## src/rtl/lvt_pkg.sv

```systemverilog
package lvt_pkg;
  localparam int NUM_SRC = 6;
  localparam int VEC_W   = 8;
  localparam int MODE_W  = 3;

  localparam int B_MODE = 8;
  localparam int B_STAT = 12;
  localparam int B_POL  = 13;
  localparam int B_RIRR = 14;
  localparam int B_TRIG = 15;
  localparam int B_MASK = 16;

  localparam logic [MODE_W-1:0] DM_FIXED = 3'b000;
  localparam logic [MODE_W-1:0] DM_SMI   = 3'b010;
  localparam logic [MODE_W-1:0] DM_NMI   = 3'b100;
  localparam logic [MODE_W-1:0] DM_EXT   = 3'b111;

  typedef struct packed {
    logic              mask;
    logic              trig;
    logic              pol;
    logic [MODE_W-1:0] mode;
    logic [VEC_W-1:0]  vec;
  } cfg_t;

  localparam cfg_t CFG_RST = '{mask: 1'b1, default: '0};

  function automatic cfg_t unpack_cfg(input logic [31:0] w);
    cfg_t c;
    c.vec  = w[VEC_W-1:0];
    c.mode = w[B_MODE +: MODE_W];
    c.pol  = w[B_POL];
    c.trig = w[B_TRIG];
    c.mask = w[B_MASK];
    return c;
  endfunction

  function automatic logic [31:0] pack_entry(input cfg_t c, input logic pend, input logic rirr);
    logic [31:0] w;
    w = '0;
    w[VEC_W-1:0]       = c.vec;
    w[B_MODE +: MODE_W] = c.mode;
    w[B_STAT]          = pend;
    w[B_POL]           = c.pol;
    w[B_RIRR]          = rirr;
    w[B_TRIG]          = c.trig;
    w[B_MASK]          = c.mask;
    return w;
  endfunction
endpackage

```

## src/rtl/lvt_sync.sv

```systemverilog
module lvt_sync (
  input  logic clk_i,
  input  logic rst_ni,
  input  logic d_i,
  output logic q_o
);
  logic s1_q, s2_q;

  always_ff @(posedge clk_i or negedge rst_ni) begin
    if (!rst_ni) begin
      s1_q <= 1'b0;
      s2_q <= 1'b0;
    end else begin
      s1_q <= d_i;
      s2_q <= s1_q;
    end
  end

  assign q_o = s2_q;
endmodule

```

## src/rtl/lvt_entry.sv

```systemverilog
module lvt_entry
  import lvt_pkg::*;
(
  input  logic             clk_i,
  input  logic             rst_ni,
  input  logic             src_i,
  input  logic             wr_i,
  input  logic [31:0]      wdata_i,
  input  logic             ack_i,
  input  logic             eoi_i,
  input  logic [VEC_W-1:0] eoi_vec_i,
  output cfg_t             cfg_o,
  output logic             pend_o,
  output logic             rirr_o
);
  cfg_t cfg_q;
  logic prev_q, pend_q, rirr_q;
  logic act, lvl_fix, raise;

  assign act     = src_i ^ cfg_q.pol;
  // remote-service tracking only for level + fixed
  assign lvl_fix = cfg_q.trig && (cfg_q.mode == DM_FIXED);
  assign raise   = !cfg_q.mask &&
                   (lvl_fix ? (act && !rirr_q && !pend_q) : (act && !prev_q));

  always_ff @(posedge clk_i or negedge rst_ni) begin
    if (!rst_ni) begin
      cfg_q  <= CFG_RST;
      prev_q <= 1'b0;
      pend_q <= 1'b0;
      rirr_q <= 1'b0;
    end else begin
      if (wr_i) cfg_q <= unpack_cfg(wdata_i);
      prev_q <= act;
      if (cfg_q.mask) pend_q <= 1'b0;
      else            pend_q <= (pend_q && !ack_i) || raise;
      // accept wins over a same-cycle end-of-interrupt
      if (ack_i && lvl_fix)                     rirr_q <= 1'b1;
      else if (eoi_i && eoi_vec_i == cfg_q.vec) rirr_q <= 1'b0;
    end
  end

  assign cfg_o  = cfg_q;
  assign pend_o = pend_q;
  assign rirr_o = rirr_q;
endmodule

```

## src/rtl/lvt_pick.sv

```systemverilog
module lvt_pick #(
  parameter int N  = 6,
  localparam int IW = $clog2(N)
) (
  input  logic [N-1:0]  pend_i,
  output logic          valid_o,
  output logic [IW-1:0] idx_o
);
  always_comb begin
    valid_o = 1'b0;
    idx_o   = '0;
    for (int i = N - 1; i >= 0; i--) begin
      if (pend_i[i]) begin
        valid_o = 1'b1;
        idx_o   = IW'(i);
      end
    end
  end
endmodule

```

## src/rtl/lvt_unit.sv

```systemverilog
module lvt_unit
  import lvt_pkg::*;
#(
  parameter int                ADDR_W    = 12,
  parameter logic [ADDR_W-1:0] ENT_BASE  = 12'h100,
  parameter logic [ADDR_W-1:0] VER_OFF   = 12'h030,
  parameter logic [7:0]        VER_ID    = 8'h21,
  parameter int                MAX_IDX   = 5,
  parameter logic [NUM_SRC-1:0] SYNC_MASK = 6'b011000,
  localparam int               SRC_W     = $clog2(NUM_SRC)
) (
  input  logic               clk_i,
  input  logic               rst_ni,
  input  logic               reg_we_i,
  input  logic [ADDR_W-1:0]  reg_addr_i,
  input  logic [31:0]        reg_wdata_i,
  output logic [31:0]        reg_rdata_o,
  input  logic [NUM_SRC-1:0] src_i,
  output logic               req_valid_o,
  output logic [VEC_W-1:0]   req_vec_o,
  output logic [MODE_W-1:0]  req_mode_o,
  output logic [SRC_W-1:0]   req_src_o,
  input  logic               req_ack_i,
  input  logic               eoi_i,
  input  logic [VEC_W-1:0]   eoi_vec_i
);
  localparam int OW = ADDR_W - 4;
  localparam logic [ADDR_W-1:0] SPAN = ADDR_W'(NUM_SRC * 16);

  logic [ADDR_W-1:0]  ent_off;
  logic               ent_hit;
  logic [NUM_SRC-1:0] wr_v, ack_v, pend_v, rirr_v;
  cfg_t               cfg_v [NUM_SRC];

  assign ent_off = reg_addr_i - ENT_BASE;
  assign ent_hit = (reg_addr_i >= ENT_BASE) && (ent_off < SPAN) && (ent_off[3:0] == 4'h0);

  for (genvar i = 0; i < NUM_SRC; i++) begin : g_ent
    localparam logic [OW-1:0] IDX = OW'(i);
    assign wr_v[i]  = reg_we_i && ent_hit && (ent_off[ADDR_W-1:4] == IDX);
    assign ack_v[i] = req_ack_i && req_valid_o && (req_src_o == SRC_W'(i));

    if (i <= MAX_IDX) begin : g_on
      logic src_s;
      if (SYNC_MASK[i]) begin : g_sync
        lvt_sync u_sync (.clk_i(clk_i), .rst_ni(rst_ni), .d_i(src_i[i]), .q_o(src_s));
      end else begin : g_direct
        assign src_s = src_i[i];
      end
      lvt_entry u_ent (
        .clk_i    (clk_i),
        .rst_ni   (rst_ni),
        .src_i    (src_s),
        .wr_i     (wr_v[i]),
        .wdata_i  (reg_wdata_i),
        .ack_i    (ack_v[i]),
        .eoi_i    (eoi_i),
        .eoi_vec_i(eoi_vec_i),
        .cfg_o    (cfg_v[i]),
        .pend_o   (pend_v[i]),
        .rirr_o   (rirr_v[i])
      );
    end else begin : g_off
      assign cfg_v[i]  = '0;
      assign pend_v[i] = 1'b0;
      assign rirr_v[i] = 1'b0;
    end
  end

  lvt_pick #(.N(NUM_SRC)) u_pick (
    .pend_i (pend_v),
    .valid_o(req_valid_o),
    .idx_o  (req_src_o)
  );

  assign req_vec_o  = cfg_v[req_src_o].vec;
  assign req_mode_o = cfg_v[req_src_o].mode;

  always_comb begin
    reg_rdata_o = '0;
    if (reg_addr_i == VER_OFF) begin
      reg_rdata_o = {8'h00, 8'(MAX_IDX), 8'h00, VER_ID};
    end else if (ent_hit) begin
      for (int i = 0; i < NUM_SRC; i++) begin
        if (ent_off[ADDR_W-1:4] == OW'(i)) reg_rdata_o = pack_entry(cfg_v[i], pend_v[i], rirr_v[i]);
      end
    end
  end
endmodule

```

## config.mk

```make
export PLATFORM = sky130hd
export DESIGN_NAME = lvt_unit
export DESIGN_NICKNAME = d
export VERILOG_FILES = /design/src/rtl/lvt_pkg.sv /design/src/rtl/lvt_sync.sv /design/src/rtl/lvt_entry.sv /design/src/rtl/lvt_pick.sv /design/src/rtl/lvt_unit.sv
export SDC_FILE = /design/constraint.sdc
export NUM_CORES = 1
export LEC_CHECK = 0
export CORE_ASPECT_RATIO = 0.7
export CORE_UTILIZATION = 35
export CTS_CLUSTER_SIZE = 16
export DETAILED_ROUTE_END_ITERATION = 12
export GPL_TIMING_DRIVEN = 0
export SKIP_LAST_GASP = 1
export SLEW_MARGIN = 20
export SYNTH_ARGS = -nofsm -noshare
export SYNTH_HDL_FRONTEND = slang
export SYNTH_SLANG_ARGS = --single-unit
```

## constraint.sdc

```tcl
create_clock -name clk_i -period 2 [get_ports clk_i]
set_input_delay 0.2 -clock clk_i [delete_from_list [all_inputs] [get_ports clk_i]]
set_output_delay 0.2 -clock clk_i [all_outputs]
set_load 0.005 [all_outputs]
```

* Word-level counts from Yosys, hierarchy flattened
Index checks and enable logic that the tools add are counted.
Widths: inputs -> output; s select.
** Storage, ports and cells
- Bits in registers :: 106
- Input port bits :: 63
- Output and inout bits :: 47
- Word-level logic and storage cells :: 242
** Operators by class
- Add/sub/neg operators :: 1
- Order comparisons :: 3
- Eq/ne operators :: 17
- Muxes and demuxes :: 47
- Bitwise operators :: 7
- Reduce and logical (&&, ||, !) cells :: 115
** Operators by type and width (number)
- $mux 32 :: 7
- $logic_and 1x1->1 :: 64
- $eq 8x8->1 :: 6
- $bmux 14 s3 :: 1
- $logic_not 1->1 :: 30
- $mux 1 :: 30
- $mux 11 :: 2
- $logic_not 3->1 :: 7
- $mux 3 :: 6
- $mux 17 :: 1
- $eq 8x2->1 const B :: 2
- $eq 8x3->1 const B :: 2
- $eq 12x6->1 const B :: 1
- $ge 12x9->1 const B :: 1
- $lt 12x7->1 const B :: 1
- $reduce_bool 2->1 :: 6
- $sub 12x9->12 const B :: 1
- $eq 8x1->1 const B :: 1
- $logic_not 8->1 :: 1
- $eq 3x2->1 const B :: 2
- $eq 3x3->1 const B :: 2
- $logic_or 1x1->1 :: 6
- $xor 1x1->1 :: 6
- $ge 4x4->1 const B :: 1
- other kinds (3) :: 3

* Logic depth before layout (Yosys ltp)
- Depth in word-level cells :: 12
- Depth in mapped cells :: 7
- Gate-level depth less buffers :: 5

* By module
Synthesis repeated with hierarchy kept, for this count alone.
** Second synthesis, totals
- Cell total of the unflattened synthesis :: 568
- Area, all modules :: 6472.5 µm²
** Modules (own cells, without submodules)
- lvt_entry :: times used 6, cells each 51, area each 755.7 µm², sequential area each 426.7 µm²
- lvt_unit :: times used 1, cells each 248, area each 1780.5 µm², sequential area each 0.0 µm²
- lvt_sync :: times used 2, cells each 2, area each 50.0 µm², sequential area each 50.0 µm²
- lvt_pick :: times used 1, cells each 10, area each 57.6 µm², sequential area each 0.0 µm²

* Least setup slack after synthesis
Ideal clock, no wire load.
- Path kind :: reg-to-output
- Start :: register g_ent[3].g_on.u_ent.pend_q
- End :: output req_mode_o[0]
- Data arrival time :: 1.736 ns
- Data required time :: 1.800 ns
- Setup slack :: 0.064 ns
- Stages on the path, launching flop included :: 8
- Buffers on the path :: 2
- Cell sequence :: dfrtp_1 -> clkbuf_1 -> nor4_2 -> o21ai_1 -> inv_2 -> buf_2 -> a221oi_1 -> a31oi_1
** On the way
- Longest elaborated chain between the ends :: 8
** Ends and longest elaborated chain
- from (decl) :: RTL line lvt_entry.sv:17 : logic prev_q, pend_q, rirr_q;
- from (signal assigned) :: RTL line lvt_entry.sv:36 : else pend_q <= (pend_q && !ack_i) || raise;
- $mux 3 (4 in a row) :: RTL line lvt_pick.sv:13 : if (pend_i[i]) begin
- named net req_src_o[2] :: RTL line lvt_unit.sv:22 : output logic [SRC_W-1:0] req_src_o,
- $not 3->4 (implied by the code) :: RTL line lvt_unit.sv:77 : assign req_mode_o = cfg_v[req_src_o].mode;
- $bmux 14 s3 :: RTL line lvt_unit.sv:77
- $mux 11 (implied by the code) (2 in a row) :: RTL line lvt_unit.sv:77
- to (decl) :: RTL line lvt_unit.sv:21 : output logic [MODE_W-1:0] req_mode_o,
The timed path passes the listed nets, and every way through them passes these cells. The select of a mux whose other input is x is not followed.

* Worst setup path after layout
- Start :: register g_ent[2].g_on.u_ent.pend_q
- End :: output req_vec_o[5]
** On the way
- Longest elaborated chain between the ends :: 7
** Ends and longest elaborated chain
- from (decl) :: RTL line lvt_entry.sv:17
- from (signal assigned) :: RTL line lvt_entry.sv:36
- $mux 3 (3 in a row) :: RTL line lvt_pick.sv:13
- $not 3->4 (implied by the code) :: RTL line lvt_unit.sv:76 : assign req_vec_o = cfg_v[req_src_o].vec;
- $bmux 14 s3 :: RTL line lvt_unit.sv:76
- $mux 11 (2 in a row)
- to (decl) :: RTL line lvt_unit.sv:20 : output logic [VEC_W-1:0] req_vec_o,
No other way between the ends. The select of a mux whose other input is x is not followed.

==> metrics.csv <==
stage;metric;value;unit
clock_network;cts_root_buf;clkbuf_16;
drt;firstDrtPassIters;5;
global_routing;antenna_found_initial;0;
setup_path;rrSetupSlack;0.21;ns
timing;finalCriticalPeriod;2.370;ns
timing;finalCritPeriodShare;118.5;%
setup_path;critPathTopFamily;simple AND/OR/NAND/NOR gates;
yosys;yosysSeqAreaShare;41.18;%
finish;final_nets;771;
pwr;pwr-share-seq;44.6;%
yosys;synth_top_area_share;38.74;%
yosys;synth_edf_count;0;
timing;final.setup.tns;-6.670;ns
setup_path;cp_num_buf_inv;2;
finish;area_growth;36.45;%
drt;postRouteAntennaNets;0;
setup_path;cp_max_fo;5;
run;drv_cap;0;
drt;met1_length;10550;um
placed_design;hpwl;16770;um
global_routing;grt_pass1_vias;5544;
yosys;synth_cell_types;54;
drt;vias;5505;
placed_design;gp_congestion;0.9580;
yosys;yosysTopAreaCell;dfrtp_1;
pwr;sw_frac_of_total;28.27;%
setup_path;crit_chain;or4b_4, nor2_4, buf_6, nand2_2, a31oi_4, buf_2;
drt;drt-vias-per-instance;5.801;
die;die_area;0.01901;sq mm
yosys;yosysWarnings;0;
drt;drc;0;
pwr;p_sw;0.001406;W
pwr;vdd_ir_drop_max;424.2;uV
yosys;avgSynthCellArea;11.20;sq um
pwr;clkPwrFrac;36.9;%
finish;nFillCells;1628;
timing;finalSetupViolCount;25;
run_status;violations;setup timing;
yosys;syn_area;0.006460;sq mm
worst_hold_path;hold_path.class;in -> reg;
setup_path;cp.arrival;2.17;ns
timing;max_clock_freq;422.0;MHz
yosys;async_flop_share;100.0;%
setup_path;required;1.80;ns
timing;hold_violations;0;
timing;worst_slack;-0.3697;ns
die;io_pins;110;
pwr;p_int;0.003569;W
yosys;synth_area_leaders;dfrtp_1 (39%), mux2_2 (14%), xor2_1 (5.6%);
global_routing;grt_usage;25.12;%
clock_network;cts-buffers-inserted;9;
placed_design;place_ws;-1.366;ns
timing;worst_pin_slew;0.7494;ns
drt;routed.top_layer;met4;
drt;wl;23480;um
yosys;synth_cells;577;
drt;route.met2.wl;9856;um
pwr;p_leak;4.000;nW
yosys;synthTopCellsByCount;dfrtp_1 (100), mux2_2 (79), nor2_1 (43), xor2_1 (41), o21ai_0 (25);
setup_path;crit_type;reg -> out;
yosys;synth_most_common_cell;dfrtp_1;
setup_path;slowest_stage;or4b_4;
drt;drt-initial-drc-count;393;
yosys;synthFlopType;dfrtp_1;
timing;maxSlewHeadroom;49.34;%
yosys;ys_ff_latch;106;
setup_path;startpoint_type;flop;
clock_network;cts_buffer_depth;2;
die;dieHeight;115.7;um
clock_network;cts_tree;done;
die;rows;41;
clock_network;h-tree-depth;3;
pwr;combPwrFrac;18.5;%
clock_network;clk_latency;0.35;ns
drt;wl_per_cell;24.74;um
global_routing;grt_pass1_wl;34520;um
finish;drive_above_1_share;46.56;%
pwr;power_density;564.4;mW/mm^2
clock_network;clkTransAtPathRegs;0.07;ns
die;start_util;35.77;%
global_routing;grt_max_degree;59;
placed_design;io_buffers;68;
die;core_area;0.01806;sq mm
drt;wl_met3;2745;um
timing;skew;0.008446;ns
timing;grt_setup_unrepaired;yes;
die;die_x;164.4;um
setup_path;end_kind;output port;
finish;antenna_cells;0;
global_routing;grt-ovfl-total;0;
run_status;run_status;finished, violations left;
clock_network;cts_num_sinks;106;
setup_path;max_stage_delay;0.60;ns
timing;slew_violations;0;
[path summary, 6_finish.rpt]
check                      depth (start not counted)                                to                              from
min in group asynchronous                          2      g_ent[3].g_on.u_ent.cfg_o[9]                            rst_ni
setup reg to reg                                   4        g_ent[4].g_on.u_ent.pend_o        g_ent[0].g_on.u_ent.pend_o
hold / removal                                     1  g_ent[3].g_on.g_sync.u_sync.s1_q                          src_i[3]
hold reg to reg                                    0   g_ent[4].g_on.g_sync.u_sync.q_o  g_ent[4].g_on.g_sync.u_sync.s1_q
setup / recovery                                   6                      req_vec_o[5]        g_ent[2].g_on.u_ent.pend_o
max in group asynchronous                          3     g_ent[5].g_on.u_ent.cfg_o[13]                            rst_ni
[flip-flops by register name, summed over array words and instances (netlist names)]
register and flops:
g_ent.g_on.u_ent.cfg_o 84, g_ent.g_on.u_ent.pend_o 6, g_ent.g_on.u_ent.prev_q 6, g_ent.g_on.u_ent.rirr_o 6
g_ent.g_on.g_sync.u_sync.q_o 2, g_ent.g_on.g_sync.u_sync.s1_q 2
[cell usage in the layout, fill, tap and decap left out, types with 10 or more instances in the layout]
master           instances
dfrtp_1                 94
mux2_2                  79
buf_4                   46
xor2_1                  41
buf_2                   31
nor2_1                  30
clkdlybuf4s50_1         24
o21ai_0                 22
buf_6                   20
conb_1                  15
mux4_2                  13
xnor2_1                 13
o21bai_1                11
a2111oi_4               11
a221o_1                 11
nand2_2                 11
nor2_2                  10
nor2b_1                 10
clkbuf_1                10
clkbuf_16               10
[worst reg2reg max path, stage by stage, from the launching register on]
cell and delay, ns:
dfrtp_2 0.47, or3b_2 0.54, or3_1 0.40, a22oi_1 0.20, nor2_1 0.07
[power by group through the flow]
stage,logic (W),clock network (W),registers (W)
after floorplan,0.000360,0,0.00224
after global placement,0.000697,0,0.00225
after detailed placement,0.000711,0,0.00225
after CTS,0.000841,0.00186,0.00221
after global routing,0.000972,0.00193,0.00222
final,0.000919,0.00184,0.00222
[metal layers]
layer	GRT usage, %	vias to the layer above
met3	7.445	32
met2	35.92	289
met4	6.116	0
met5	0	-
met1	36.95	2812
li1	-	2372
[what timing repair did]
action,4_1_cts,5_1_grt
hold buffers,1,0
buffers inserted,29,7
pin swaps,24,20
endpoints found under the setup margin,93,43
cloned,2,0
gates resized for setup,263,57
hold endpoints to repair,48,0
[through the flow]
| step | total power [W] | utilization [%] | hold WS, ns | cells | instance area, sq um |
|---|---|---|---|---|---|
| 2_1_floorplan | 0.002597 | - | -0.09559 | 591 | 6513 |
| 3_3_place_gp | 0.002942 | 41.47 | 0.3347 | 895 | 7488 |
| 3_5_place_dp | 0.002957 | 41.63 | 0.1683 | 896 | 7517 |
| 4_1_cts | 0.004915 | 47.11 | 0.2826 | 942 | 8507 |
| 5_1_grt | 0.005129 | 48.82 | 0.2921 | 949 | 8815 |
| 6_report | 0.004975 | 48.82 | 0.2847 | 949 | 8815 |
[area by class of cell]
cell class                 instances  area (sq um)  share of cell area, %
clock buffer                      10         229.0                  2.598
clock inverter                     6         72.57                 0.8233
multi-input combinational        423          4131                  46.87
buffer                            54         486.7                  5.522
timing repair buffer             108         909.6                  10.32
sequential                       106          2668                  30.26
inverter                           6         22.52                 0.2555
tap                              236         295.3                  3.350
[cells by family (layout without fill, tap and decap cells)]
| logic type | count (synthesis) | after routing | share of synthesized area (%) |
|---|---|---|---|
| AOI/OAI and AO/OA | 114 | 114 | 13.69 |
| xor gates and xnor gates | 54 | 54 | 7.321 |
| buffers and inverters | 62 | 184 | 5.423 |
| DFF | 106 | 106 | 41.18 |
| muxes | 112 | 112 | 21.56 |
| other | 1 | 15 | 0.05805 |
| and+or+nand+nor | 128 | 128 | 10.77 |
No activity file was read; power rests on OpenSTA's default activity.
